<file path="src/rtl/macirq_pkg.sv">
package macirq_pkg;
  localparam int WORD_W = 32;
  localparam int HALF_W = WORD_W / 2;

  // word indices (byte address = index * 4)
  localparam int IDX_CMD  = 0;
  localparam int IDX_IEN  = 1;
  localparam int IDX_STAT = 2;
  localparam int IDX_CFG  = 3;
  localparam int NUM_CFG  = 6;

  // command word fields
  localparam int CMD_SRST = 24;
  localparam int CMD_TXEN = 8;
  localparam int CMD_LONG = 1;
  localparam int CMD_RXEN = 0;
  localparam logic [WORD_W-1:0] CMD_RW_MASK =
    (WORD_W'(1) << CMD_TXEN) | (WORD_W'(1) << CMD_LONG) | (WORD_W'(1) << CMD_RXEN);

  // configuration slots, relative to IDX_CFG
  localparam int CFG_TXLIST = 0;
  localparam int CFG_RXLIST = 1;
  localparam int CFG_FIFO   = 2;
  localparam int CFG_RXMAX  = 3;
  localparam int CFG_MISS   = 4;
  localparam int CFG_MDIO   = 5;

  function automatic logic [WORD_W-1:0] cfg_default(input int slot);
    logic [WORD_W-1:0] v;
    case (slot)
      CFG_TXLIST, CFG_RXLIST: v = 32'hFFFF_FFFC;
      CFG_FIFO:               v = 32'h0000_0101;
      CFG_RXMAX:              v = 32'h0000_0800;
      CFG_MISS:               v = 32'h0000_7FFF;
      CFG_MDIO:               v = 32'h0090_0000;
      default:                v = '0;
    endcase
    return v;
  endfunction
endpackage

</file>
<file path="src/rtl/macirq_softrst.sv">
// Software reset sequencer: a start pulse holds busy for RST_CYCLES cycles.
module macirq_softrst #(
  parameter int RST_CYCLES = 16
) (
  input  logic clk,
  input  logic rst,
  input  logic start,
  output logic busy
);
  localparam int CNT_W = (RST_CYCLES > 1) ? $clog2(RST_CYCLES + 1) : 1;

  logic [CNT_W-1:0] remain;

  always_ff @(posedge clk) begin
    if (rst) begin
      busy   <= 1'b0;
      remain <= '0;
    end else if (!busy) begin
      remain <= CNT_W'(RST_CYCLES - 1);
      if (start) busy <= 1'b1;
    end else if (remain == '0) begin
      busy <= 1'b0;
    end else begin
      remain <= remain - 1'b1;
    end
  end
endmodule

</file>
<file path="src/rtl/macirq_cfgbank.sv">
// Plain read/write configuration words with per-slot defaults.
module macirq_cfgbank
  import macirq_pkg::*;
#(
  parameter int IDX_W = 4,
  parameter int NUM   = NUM_CFG,
  parameter int BASE  = IDX_CFG
) (
  input  logic                       clk,
  input  logic                       rst,
  input  logic                       flush,
  input  logic                       wr_ok,
  input  logic [IDX_W-1:0]           wr_idx,
  input  logic [WORD_W-1:0]          wdata,
  output logic [NUM-1:0][WORD_W-1:0] q
);
  for (genvar g = 0; g < NUM; g++) begin : g_slot
    logic [WORD_W-1:0] r;
    always_ff @(posedge clk) begin
      if (rst || flush)
        r <= cfg_default(g);
      else if (wr_ok && wr_idx == IDX_W'(BASE + g))
        r <= wdata;
    end
    assign q[g] = r;
  end
endmodule

</file>
<file path="src/rtl/macirq_status.sv">
// Sticky event status split into groups, each with its own gated interrupt.
module macirq_status #(
  parameter int WORD_W  = 32,
  parameter int NUM_GRP = 2
) (
  input  logic               clk,
  input  logic               rst,
  input  logic               flush,
  input  logic [WORD_W-1:0]  set,
  input  logic [WORD_W-1:0]  clr,
  input  logic [WORD_W-1:0]  en,
  output logic [WORD_W-1:0]  stat,
  output logic [NUM_GRP-1:0] irq
);
  localparam int GRP_W = WORD_W / NUM_GRP;

  for (genvar g = 0; g < NUM_GRP; g++) begin : g_grp
    logic [GRP_W-1:0] s;
    logic             line;
    always_ff @(posedge clk) begin
      if (rst || flush) begin
        s    <= '0;
        line <= 1'b0;
      end else begin
        // a set in the same cycle as a clear wins
        s    <= (s & ~clr[g*GRP_W +: GRP_W]) | set[g*GRP_W +: GRP_W];
        line <= |(s & en[g*GRP_W +: GRP_W]);
      end
    end
    assign stat[g*GRP_W +: GRP_W] = s;
    assign irq[g] = line;
  end
endmodule

</file>
<file path="src/rtl/macirq_regbank.sv">
module macirq_regbank
  import macirq_pkg::*;
#(
  parameter int ADDR_W     = 6,
  parameter int RST_CYCLES = 16
) (
  input  logic              clk,
  input  logic              rst,
  input  logic              wr_en,
  input  logic              rd_en,
  input  logic [ADDR_W-1:0] addr,
  input  logic [WORD_W-1:0] wdata,
  output logic [WORD_W-1:0] rdata,
  input  logic [HALF_W-1:0] tx_evt,
  input  logic [HALF_W-1:0] rx_evt,
  output logic              irq_tx,
  output logic              irq_rx,
  output logic              tx_on,
  output logic              rx_on,
  output logic              long_ok,
  output logic              rst_busy,
  output logic [WORD_W-1:0] tx_list_base,
  output logic [WORD_W-1:0] rx_list_base
);
  localparam int IDX_W = ADDR_W - 2;

  logic [IDX_W-1:0]           idx;
  logic                       aligned;
  logic                       busy;
  logic                       wr_ok;
  logic                       srst_start;
  logic [WORD_W-1:0]          cmd_q;
  logic [WORD_W-1:0]          en_q;
  logic [WORD_W-1:0]          stat_q;
  logic [WORD_W-1:0]          stat_clr;
  logic [1:0]                 irq_v;
  logic [NUM_CFG-1:0][WORD_W-1:0] cfg_q;
  logic [WORD_W-1:0]          rd_word;

  assign idx        = addr[ADDR_W-1:2];
  assign aligned    = (addr[1:0] == 2'b00);
  assign wr_ok      = wr_en && aligned && !busy;
  assign srst_start = wr_ok && (idx == IDX_W'(IDX_CMD)) && wdata[CMD_SRST];
  assign stat_clr   = (wr_ok && idx == IDX_W'(IDX_STAT)) ? wdata : '0;

  macirq_softrst #(.RST_CYCLES(RST_CYCLES)) u_srst (
    .clk  (clk),
    .rst  (rst),
    .start(srst_start),
    .busy (busy)
  );

  // command and enable words
  always_ff @(posedge clk) begin
    if (rst || srst_start) begin
      cmd_q <= '0;
      en_q  <= '0;
    end else begin
      if (wr_ok && idx == IDX_W'(IDX_CMD)) cmd_q <= wdata & CMD_RW_MASK;
      if (wr_ok && idx == IDX_W'(IDX_IEN)) en_q  <= wdata;
    end
  end

  macirq_status #(.WORD_W(WORD_W), .NUM_GRP(2)) u_stat (
    .clk  (clk),
    .rst  (rst),
    .flush(busy || srst_start),
    .set  ({tx_evt, rx_evt}),
    .clr  (stat_clr),
    .en   (en_q),
    .stat (stat_q),
    .irq  (irq_v)
  );

  macirq_cfgbank #(.IDX_W(IDX_W), .NUM(NUM_CFG), .BASE(IDX_CFG)) u_cfg (
    .clk   (clk),
    .rst   (rst),
    .flush (srst_start),
    .wr_ok (wr_ok),
    .wr_idx(idx),
    .wdata (wdata),
    .q     (cfg_q)
  );

  always_comb begin
    rd_word = '0;
    if (aligned) begin
      if (idx == IDX_W'(IDX_CMD))  rd_word = cmd_q;
      if (idx == IDX_W'(IDX_IEN))  rd_word = en_q;
      if (idx == IDX_W'(IDX_STAT)) rd_word = stat_q;
      for (int i = 0; i < NUM_CFG; i++) begin
        if (idx == IDX_W'(IDX_CFG + i)) rd_word = cfg_q[i];
      end
    end
  end

  always_ff @(posedge clk) begin
    if (rst)         rdata <= '0;
    else if (rd_en)  rdata <= busy ? '0 : rd_word;
  end

  assign irq_rx       = irq_v[0];
  assign irq_tx       = irq_v[1];
  assign tx_on        = cmd_q[CMD_TXEN];
  assign rx_on        = cmd_q[CMD_RXEN];
  assign long_ok      = cmd_q[CMD_LONG];
  assign rst_busy     = busy;
  assign tx_list_base = cfg_q[CFG_TXLIST];
  assign rx_list_base = cfg_q[CFG_RXLIST];
endmodule

</file>
<file path="config.mk">
export PLATFORM = sky130hd
export DESIGN_NAME = macirq_regbank
export DESIGN_NICKNAME = d
export VERILOG_FILES = /design/src/rtl/macirq_pkg.sv /design/src/rtl/macirq_softrst.sv /design/src/rtl/macirq_cfgbank.sv /design/src/rtl/macirq_status.sv /design/src/rtl/macirq_regbank.sv
export SDC_FILE = /design/constraint.sdc
export NUM_CORES = 1
export LEC_CHECK = 0
export BUFFER_PORTS_ARGS = -buffer_cell sky130_fd_sc_hd__buf_2
export CAP_MARGIN = 25
export CORE_MARGIN = 2
export CORE_UTILIZATION = 60
export DETAILED_ROUTE_END_ITERATION = 8
export GPL_TIMING_DRIVEN = 0
export PLACE_DENSITY = 0.92
export RECOVER_POWER = 100
export SYNTH_ARGS = -nofsm -noshare
export SYNTH_HDL_FRONTEND = slang
export SYNTH_SLANG_ARGS = --single-unit
</file>
<file path="constraint.sdc">
create_clock -name clk -period 3.4 [get_ports clk]
set_input_delay 0.34 -clock clk [delete_from_list [all_inputs] [get_ports clk]]
set_output_delay 0.34 -clock clk [all_outputs]
set_load 0.02 [all_outputs]
</file>
Word-level counts from Yosys, hierarchy flattened
Cells that the tools add are included.
{"block": "word_totals", "word_cells": 74, "register_bits": 299}
{"block": "classes", "reduce_logical": 22, "eq_ne": 9, "bitwise": 9, "n_addsub": 1, "n_mux": 17}
{"op": "32-bit two-way mux", "count": 11}
{"op": "16-bit bitwise AND", "count": 4}
{"op": "16-bit inverter", "count": 2}
{"op": "16-bit OR", "count": 2}
{"op": "16-bit OR reduction", "count": 2}
{"op": "4-bit by 3-bit == test with 1-bit output, second input constant", "count": 4}
{"op": "1-bit logical AND", "count": 12}
{"op": "9-bit two-way mux", "count": 1}
{"op": "4-bit by 2-bit == test with 1-bit output, second input constant", "count": 2}
{"op": "4-bit two-way mux", "count": 2}
{"op": "5-bit logical NOT", "count": 1}
{"op": "5-bit by 1-bit subtractor with 5-bit output, second input constant", "count": 1}
{"op": "4-bit by 1-bit == test with 1-bit output, second input constant", "count": 1}
{"op": "4-bit == test, second input constant", "count": 1}
{"op": "4-bit logical NOT", "count": 1}
{"op": "1-bit logical OR", "count": 3}
{"op": "1-bit two-way mux", "count": 3}
{"op": "2-bit logical NOT", "count": 1}
{"op": "2-bit inequality test, second input constant", "count": 1}
{"op": "2-bit OR reduction", "count": 1}
{"op": "1-bit logical NOT", "count": 1}
{"op": "1-bit inverter", "count": 1}

Logic depth before layout (Yosys ltp)
Gate-level depths: netlist of run 1.
{"block": "logic_depth", "depth_word": 12, "mapped_depth": 9, "ltp_nobuf": 7}

By module
Synthesis of run 1 repeated with hierarchy kept, for this count alone.
{"block": "hier_totals", "hier_cells": 1624, "hier_area_um2": 14168.6}
{"mod": "macirq_cfgbank", "area_per_inst_um2": 7046.8, "n_inst": 1, "seq_area_each_um2": 3843.7, "cells_each": 715}
{"mod": "macirq_regbank", "area_per_inst_um2": 5502.8, "n_inst": 1, "seq_area_each_um2": 1341.3, "cells_each": 723}
{"mod": "macirq_status", "area_per_inst_um2": 1320.0, "n_inst": 1, "seq_area_each_um2": 680.7, "cells_each": 157}
{"mod": "macirq_softrst", "area_per_inst_um2": 299.0, "n_inst": 1, "seq_area_each_um2": 120.1, "cells_each": 29}

Least setup slack after synthesis of run 1
Ideal clock, no wire load.
{"block": "synth_timing", "path_type": "flip-flop to flip-flop", "from": "register u_srst.busy", "to": "register en_q[2]", "path_stages_with_launch": 8, "slack_ns": 1.330, "setup_ns": 0.117, "required_time_ns": 3.283, "arrival_ns": 1.953, "cell_sequence": "dfxtp_1 > or4b_1 > or3_1 > nor2b_1 > buf_2 > buf_4 > mux2i_1 > nor2_1"}
{"block": "synth_via", "elab_chain_len": 5, "word_cells_on_any_way": 6, "cone_classes": "6 x reduce/logical"}
{"element": "start: declaration", "line_no": "macirq_softrst.sv:8", "source": "output logic busy"}
{"element": "start signal: assignment", "line_no": "macirq_softrst.sv:16", "source": "busy <= 1'b0;"}
{"element": "start signal: assignment", "line_no": "macirq_softrst.sv:20", "source": "if (start) busy <= 1'b1;"}
{"element": "start signal: assignment", "line_no": "macirq_softrst.sv:22", "source": "busy <= 1'b0;"}
{"element": "1-bit logical NOT (*)"}
{"element": "1-bit logical AND (*)", "line_no": "macirq_regbank.sv:42", "source": "assign wr_ok = wr_en && aligned && !busy;"}
{"element": "1-bit logical AND (2 in series)", "line_no": "macirq_regbank.sv:43", "source": "assign srst_start = wr_ok && (idx == IDX_W'(IDX_CMD)) && wdata[CMD_SRST];"}
{"element": "1-bit logical OR", "line_no": "macirq_regbank.sv:55", "source": "if (rst || srst_start) begin"}
{"element": "end signal: assignment", "line_no": "macirq_regbank.sv:60", "source": "if (wr_ok && idx == IDX_W'(IDX_IEN)) en_q <= wdata;"}
{"element": "end: declaration", "line_no": "macirq_regbank.sv:33", "source": "logic [WORD_W-1:0] en_q;"}
Mark *: on every way between the ends. The rest lies on a longest branch, timed or not.
A chain may end at the register's enable or synchronous reset.

Worst setup path in the final report of run 1
{"block": "layout_timing", "from": "register u_srst.busy", "to": "register u_cfg.g_slot[0].r[29]"}
{"block": "layout_via", "elab_chain_len": 5, "word_cells_on_any_way": 6, "cone_classes": "6 x reduce/logical"}
{"element": "1-bit logical NOT (*)"}
{"element": "1-bit logical AND (*)", "line_no": "macirq_regbank.sv:42"}
{"element": "1-bit logical AND (2 in series)", "line_no": "macirq_regbank.sv:43"}
{"element": "1-bit logical OR", "line_no": "macirq_cfgbank.sv:20", "source": "if (rst || flush)"}
{"element": "end signal: assignment", "line_no": "macirq_cfgbank.sv:21", "source": "r <= cfg_default(g);"}
{"element": "end signal: assignment", "line_no": "macirq_cfgbank.sv:23", "source": "r <= wdata;"}
{"element": "end: declaration", "line_no": "macirq_cfgbank.sv:18", "source": "logic [WORD_W-1:0] r;"}
Marks and branches as above.

==> metrics.cfg, run 1 <==
[routing]
drtIter0Drc = 2169
ant_nets = 0
drc = 0
vias_per_cell = 6.421
first_pass_iters = 6
via_count = 14170
postRouteWirelength_um = 51240
wl_per_cell_um = 23.23

[status]
violations = hold timing
run_status = finished with violations

[clocking]
cts_tree = built
cts-resized-gates = 0
clockBufferDepth = 3
numCtsBuffers = 30
clk_pin_slew_ns = 0.06
cts.sinks = 299
htree_levels = 1
post_cts_buffers = 0
cts_root_buf = clkbuf_16
cts_hold_buffers = 17
insertion_delay_ns = 0.57

[min_path]
holdPathStages = 3
hold_class = primary input to flip-flop

[final_layout]
layout-drive-gt1-share_pct = 12.15
synthToLayoutAreaGrowth_pct = 15.18
layout.nets = 1979
antenna_cells = 0
fillers = 1794
layout_common_cells = nand2_1, dfxtp_1, clkbuf_1, a21oi_1, nor2_1
layout_commonest_cell = nand2_1

[yosys]
synth_area_mm2 = 0.01346
synth_edf_count = 0
synth-seq-area-share_pct = 44.47
yosys_warnings = 0
ys_seq_elements = 299
async_flop_share_pct = 0
synth_nets = 1788
synth_cell_types = 51
synthCells = 1713
dominantRegCellSynth = dfxtp_1
syn_area_per_cell_um2 = 7.858

[placement]
place.gp.congestion = 0.9969
portBuffers = 142
hpwl_um = 35780
post-place-ws_ns = 0.2457

[global_routing]
grt_pass1_wl_um = 76490
grt_pass1_vias = 13500
grt_max_degree = 15
grt_antenna_before_repair = 0
track_usage_pct = 41.57
grt-ovfl-total = 0

[timing]
rsz0062_at_grt = false
fin_skew_ns = 0.01122
fmax_mhz = 315.9
final_hold_viol_count = 3
fin_tns_setup_ns = 0
worst_pin_slew_ns = 1.040
final_max_slew_viol_count = 0
finalCritPeriodShare_pct = 93.09
finalSetupViolations = 0
worst_slack_ns = 0.2348
finalCriticalPeriod_ns = 3.165
slew_headroom_pct = 30.67
holdWs_ns = -0.007209

[die]
coreArea_mm2 = 0.02189
rows = 54
fp.dieH_um = 153.8
die_w_um = 153.8
start_util_pct = 61.49
ios = 176
dieArea_mm2 = 0.02365

[setup_path]
critPathMaxFanout = 10
crit_chain = clkbuf_1, nor4_4, a21oi_1, clkbuf_1, nand3_1
setup.worst_path.start_class = flip-flop
rr_worst_depth = 5
crit_buf_inv = 2
crit_type = flip-flop to flip-flop
path_common_cell = clkbuf_1
slowest_delay_ns = 0.84
cp_data_required_time_ns = 3.80
setup.worst_path.end_class = flip-flop
critPathArrivalTime_ns = 3.56
crit_slowest_cell = clkbuf_1
crit_cells = 5
crit_family = buffers and inverters

[flow_run]
cap_violations = 0

[pwr]
vdd_drop_max_v = 0.0004310
leakagePower_nw = 5.748
power.density_mw_per_mm2 = 492.8

-- worst paths after layout --
kind	slack, ns	end	start
worst max-delay path	0.23	u_cfg.g_slot[0].r[29]	u_srst.busy
worst min-delay path	-0.007	u_stat.g_grp[1].s[12]	tx_evt[12]
worst min register to register	0.43	rdata[30]	rdata[30]
worst max register to register	0.23	u_cfg.g_slot[0].r[29]	u_srst.busy
-- metal layers --
metal / routed length, um / vias to the layer above / share of wire [%] / track usage (%)
li1: - / 6173 / - / -
met1: 17990 / 6486 / 35 / 51.94
met2: 22330 / 1212 / 44 / 64.87
met3: 6837 / 294 / 13 / 8.766
met4: 4073 / 0 / 7.9 / 27.79
met5: 0 / - / 0 / 0
-- Yosys cell counts, types with 3 or more instances --
master / n / share of area (%)
o22ai_1: 5 / 0.23
dfxtp_1: 299 / 44
o211ai_1: 17 / 0.95
nor2b_1: 10 / 0.46
a21oi_1: 186 / 6.9
o21ai_0: 61 / 2.3
nand3_1: 93 / 3.5
or3_1: 3 / 0.14
mux2i_1: 40 / 3.0
nand2b_1: 5 / 0.23
o221ai_1: 23 / 1.5
o2111ai_1: 16 / 1.0
nor2_1: 109 / 3.0
and2_1: 4 / 0.19
nor3b_1: 3 / 0.17
a221oi_1: 30 / 2.0
buf_4: 101 / 5.6
a32oi_1: 3 / 0.20
a22oi_1: 37 / 2.1
a22o_1: 5 / 0.33
nand2_1: 463 / 13
a211oi_1: 4 / 0.22
nor3_1: 3 / 0.11
clkbuf_1: 96 / 2.7
buf_2: 27 / 1.0
mux4_2: 3 / 0.50
mux2_2: 26 / 2.2
inv_1: 5 / 0.14
or2_2: 6 / 0.28
buf_1: 6 / 0.17
-- state kept, by name (all words and copies together) (netlist names) --
signal             count
u_srst.busy            1
cmd_q                  3
u_srst.remain          5
u_cfg.g_slot.r       192
u_stat.g_grp.line      2
u_stat.g_grp.s        32
rdata                 32
en_q                  32
-- final cells by class --
type	instances	area, um2	share of cell area, %
Timing Repair Buffer	159	750.7	4.842
Tap cell	280	350.3	2.260
Clock buffer	46	912.1	5.883
Sequential cell	299	5986	38.61
Multi-Input combinational cell	1178	6167	39.78
Buffer	230	1245	8.030
Clock inverter	8	70.07	0.4519
Inverter	6	22.52	0.1453
-- power by group --
group | leakage (nW) | switching (mW) | internal, mW
clock | 0.482 | 1.45 | 1.91
sequential | 2.43 | 0.0482 | 3.55
combinational | 2.84 | 0.474 | 0.207
total | 5.75 | 1.97 | 5.67
-- per-stage QoR --
step                hold WS, ns  power (mW)  util (%)  area, um2  instances
CTS                   0.0008557       7.547     71.60      15670       2206
detailed placement       0.4269       4.306     66.34      14520       2135
finish                -0.007209       7.641     70.82      15500       2206
global route            0.01639       7.745     70.82      15500       2206
global placement         0.4180       4.293     66.34      14520       2135
floorplan                0.4103       4.046         -      13460       1713
-- logic make-up (layout without fill, tap and decap cells) --
kind of cell / Yosys count / in the layout / share of synthesized area (%)
AO/OA/AOI/OAI: 397 / 397 / 18.26
XOR/XNOR: 1 / 1 / 0.06508
adder cells (fa/ha/maj): 1 / 1 / 0.09294
buffers and inverters: 236 / 449 / 9.649
flip-flops: 299 / 299 / 44.47
multiplexers: 69 / 69 / 5.652
AND/OR/NAND/NOR: 710 / 710 / 21.82
-- tightest hold or removal path: stages --
cell	delay, ns
buf_2	0.08
a21oi_1	0.03
nor2_1	0.07
(Power assumes the default switching activity.)
==> run 2, diff against run 1 <==
CORE_UTILIZATION = 56   (was 60)
PLACE_DENSITY = 0.88   (was 0.92)
clock period = 3.6 ns   (was 3.4 ns; I/O delays follow)
==> run 2 against run 1 <==
Critical endpoint is now en_q[25]. The flow now finishes without violations. Sequential share of layout area is 0.21 points higher. Cell count is 1.1% higher. First-iteration DRC count is 7.6% lower. Flip-flop and latch count stayed put. Non-clock buffer count is 17 lower. Design area is 0.55% lower. Largest cell class unchanged.
==> metrics.cfg, run 2 (synthesis results as in run 1) <==
[timing]
slew_headroom_pct = 32.74  ; +2.1 points
fmax_mhz = 312.4  ; -1.1%
finalSetupViolations = 0  ; unchanged
rsz0062_at_grt = false
worst_pin_slew_ns = 1.005  ; -0.03471 ns
final_max_slew_viol_count = 0  ; unchanged
fin_tns_setup_ns = 0  ; unchanged
finalCritPeriodShare_pct = 88.92  ; -4.2 points
final_hold_viol_count = 0  ; -3
fin_skew_ns = 0.009253  ; -0.001968 ns
finalCriticalPeriod_ns = 3.201  ; +0.03599 ns

[min_path]
holdCritStartpoint = rx_evt[2]
hold_class = primary input to flip-flop

[die]
fp.dieH_um = 159.0  ; +3.4%
rows = 56  ; +3.7%
die_w_um = 159.0  ; +3.4%
ios = 176  ; unchanged
start_util_pct = 57.17  ; -4.3 points
coreArea_mm2 = 0.02354  ; +7.5%
dieArea_mm2 = 0.02529  ; +7.0%

[final_layout]
multiInputGateArea_mm2 = 0.006176  ; +0.14%
design_area_mm2 = 0.01542  ; -0.55%
largest_reg_flops = 192  ; unchanged
layout.nets = 1962  ; -0.86%
synthToLayoutAreaGrowth_pct = 14.55
layout_common_cells = nand2_1, dfxtp_1, clkbuf_1, a21oi_1, nor2_1
final-seq-area_mm2 = 0.005986  ; unchanged
layout_commonest_cell = nand2_1
top_register = u_cfg.g_slot.r
layout-drive-gt1-share_pct = 12.51  ; +0.36 points
fillers = 2059  ; +15%

[clocking]
clockBufferDepth = 3  ; unchanged
insertion_delay_ns = 0.56  ; about the same
cts_root_buf = clkbuf_16
cts.sinks = 299  ; unchanged
post_cts_buffers = 0  ; unchanged
htree_levels = 1  ; unchanged
clk_pin_slew_ns = 0.06  ; about the same
numCtsBuffers = 30  ; unchanged
cts-resized-gates = 0  ; unchanged
cts_tree = built
cts_hold_buffers = 0  ; -17

[pwr]
leakagePower_nw = 5.703  ; -0.79%
power.density_mw_per_mm2 = 468.4  ; -5.0%
power_mw = 7.222  ; -5.5%
vdd_drop_max_v = 0.0003783  ; -12%

[setup_path]
setup.worst_path.end_class = flip-flop
crit_path_start = u_srst.busy
critPathArrivalTime_ns = 3.62  ; +0.06 ns
cp_data_required_time_ns = 4.02  ; +0.22 ns
r2r_start = u_srst.busy
setup.worst_path.start_class = flip-flop
crit_type = flip-flop to flip-flop
critPathMaxFanout = 10  ; unchanged

[global_routing]
grt_pass1_wl_um = 76090  ; -0.52%
grt_antenna_before_repair = 2  ; +2
grt_max_degree = 15  ; unchanged
grt_pass1_vias = 13320  ; -1.3%
grt-ovfl-total = 0  ; unchanged
track_usage_pct = 38.65  ; -2.9 points

[routing]
drtIter0Drc = 2004  ; -7.6%
drc = 0  ; unchanged
postRouteWirelength_um = 50810  ; -0.83%
vias_per_cell = 6.307  ; -1.8%
first_pass_iters = 6  ; unchanged
via_count = 14070  ; -0.71%
wl_per_cell_um = 22.78  ; -1.9%
ant_nets = 0  ; unchanged

[status]
run_status = finished clean

[flow_run]
cap_violations = 0  ; unchanged

[placement]
hpwl_um = 36360  ; +1.6%
place.gp.congestion = 0.9977  ; about the same
dpl_cell_area_mm2 = 0.01457  ; +0.34%
portBuffers = 142  ; unchanged

run 2: cell count changes in the layout (fill, tap and decap cells not counted), sizes merged:
cell and change:
buf -3, bufinv -1, clkbuf +6, clkinvlp -1, diode +1, dlygate4sd3 -17
run 2: per-layer routing:
layer  track usage, %  vias to the layer above  share of wire [%]
met2            60.71                     1124                 44
met1            47.43                     6498                 35
met4            26.78                        2                8.3
li1                 -                     6141                  -
met5                0                        -              0.020
met3            8.518                      300                 13
run 2: path summary, 6_finish.rpt:
kind / endpoint / slack [ns] / cells past startpoint
max reg2reg: en_q[25] / 0.40 / 6
max: en_q[25] / 0.40 / 6
min: u_stat.g_grp[0].s[2] / 0.008 / 3
min reg2reg: rdata[30] / 0.44 / 2
run 2: cell type report:
class,instances,share of cell area [%]
clock inverter,6,0.2110
inverter,6,0.1461
sequential,299,38.82
tap,319,2.589
buffer,230,8.018
clock buffer,49,6.378
antenna,1,0.01623
timing repair buffer,142,3.765
multi-input combinational,1178,40.06
run 2: where the power goes:
group / leakage [nW] / switching [mW] / internal, mW
Combinational: 2.77 / 0.440 / 0.182
Sequential: 2.43 / 0.0458 / 3.36
Clock: 0.507 / 1.35 / 1.85
run 2: worst max-delay path, stage by stage, from the launching register on:
cell and delay, ns:
dfxtp_1 0.38, clkbuf_1 0.37, nor4_4 0.77, a21o_1 0.27, clkbuf_1 0.57, clkbuf_1 0.55
nor2_1 0.13
run 2: per-stage QoR:
| stage | instances | setup WS, ns | util (%) | hold WS, ns |
|---|---|---|---|---|
| floorplan | 1713 | 1.518 | - | 0.4103 |
| global placement | 2174 | 0.5203 | 61.89 | 0.4183 |
| detailed placement | 2174 | 0.4716 | 61.89 | 0.4324 |
| CTS | 2229 | 0.8439 | 66.20 | 0.007446 |
| global route | 2230 | 0.3275 | 65.49 | 0.01798 |
| finish | 2230 | 0.3988 | 65.49 | 0.008014 |
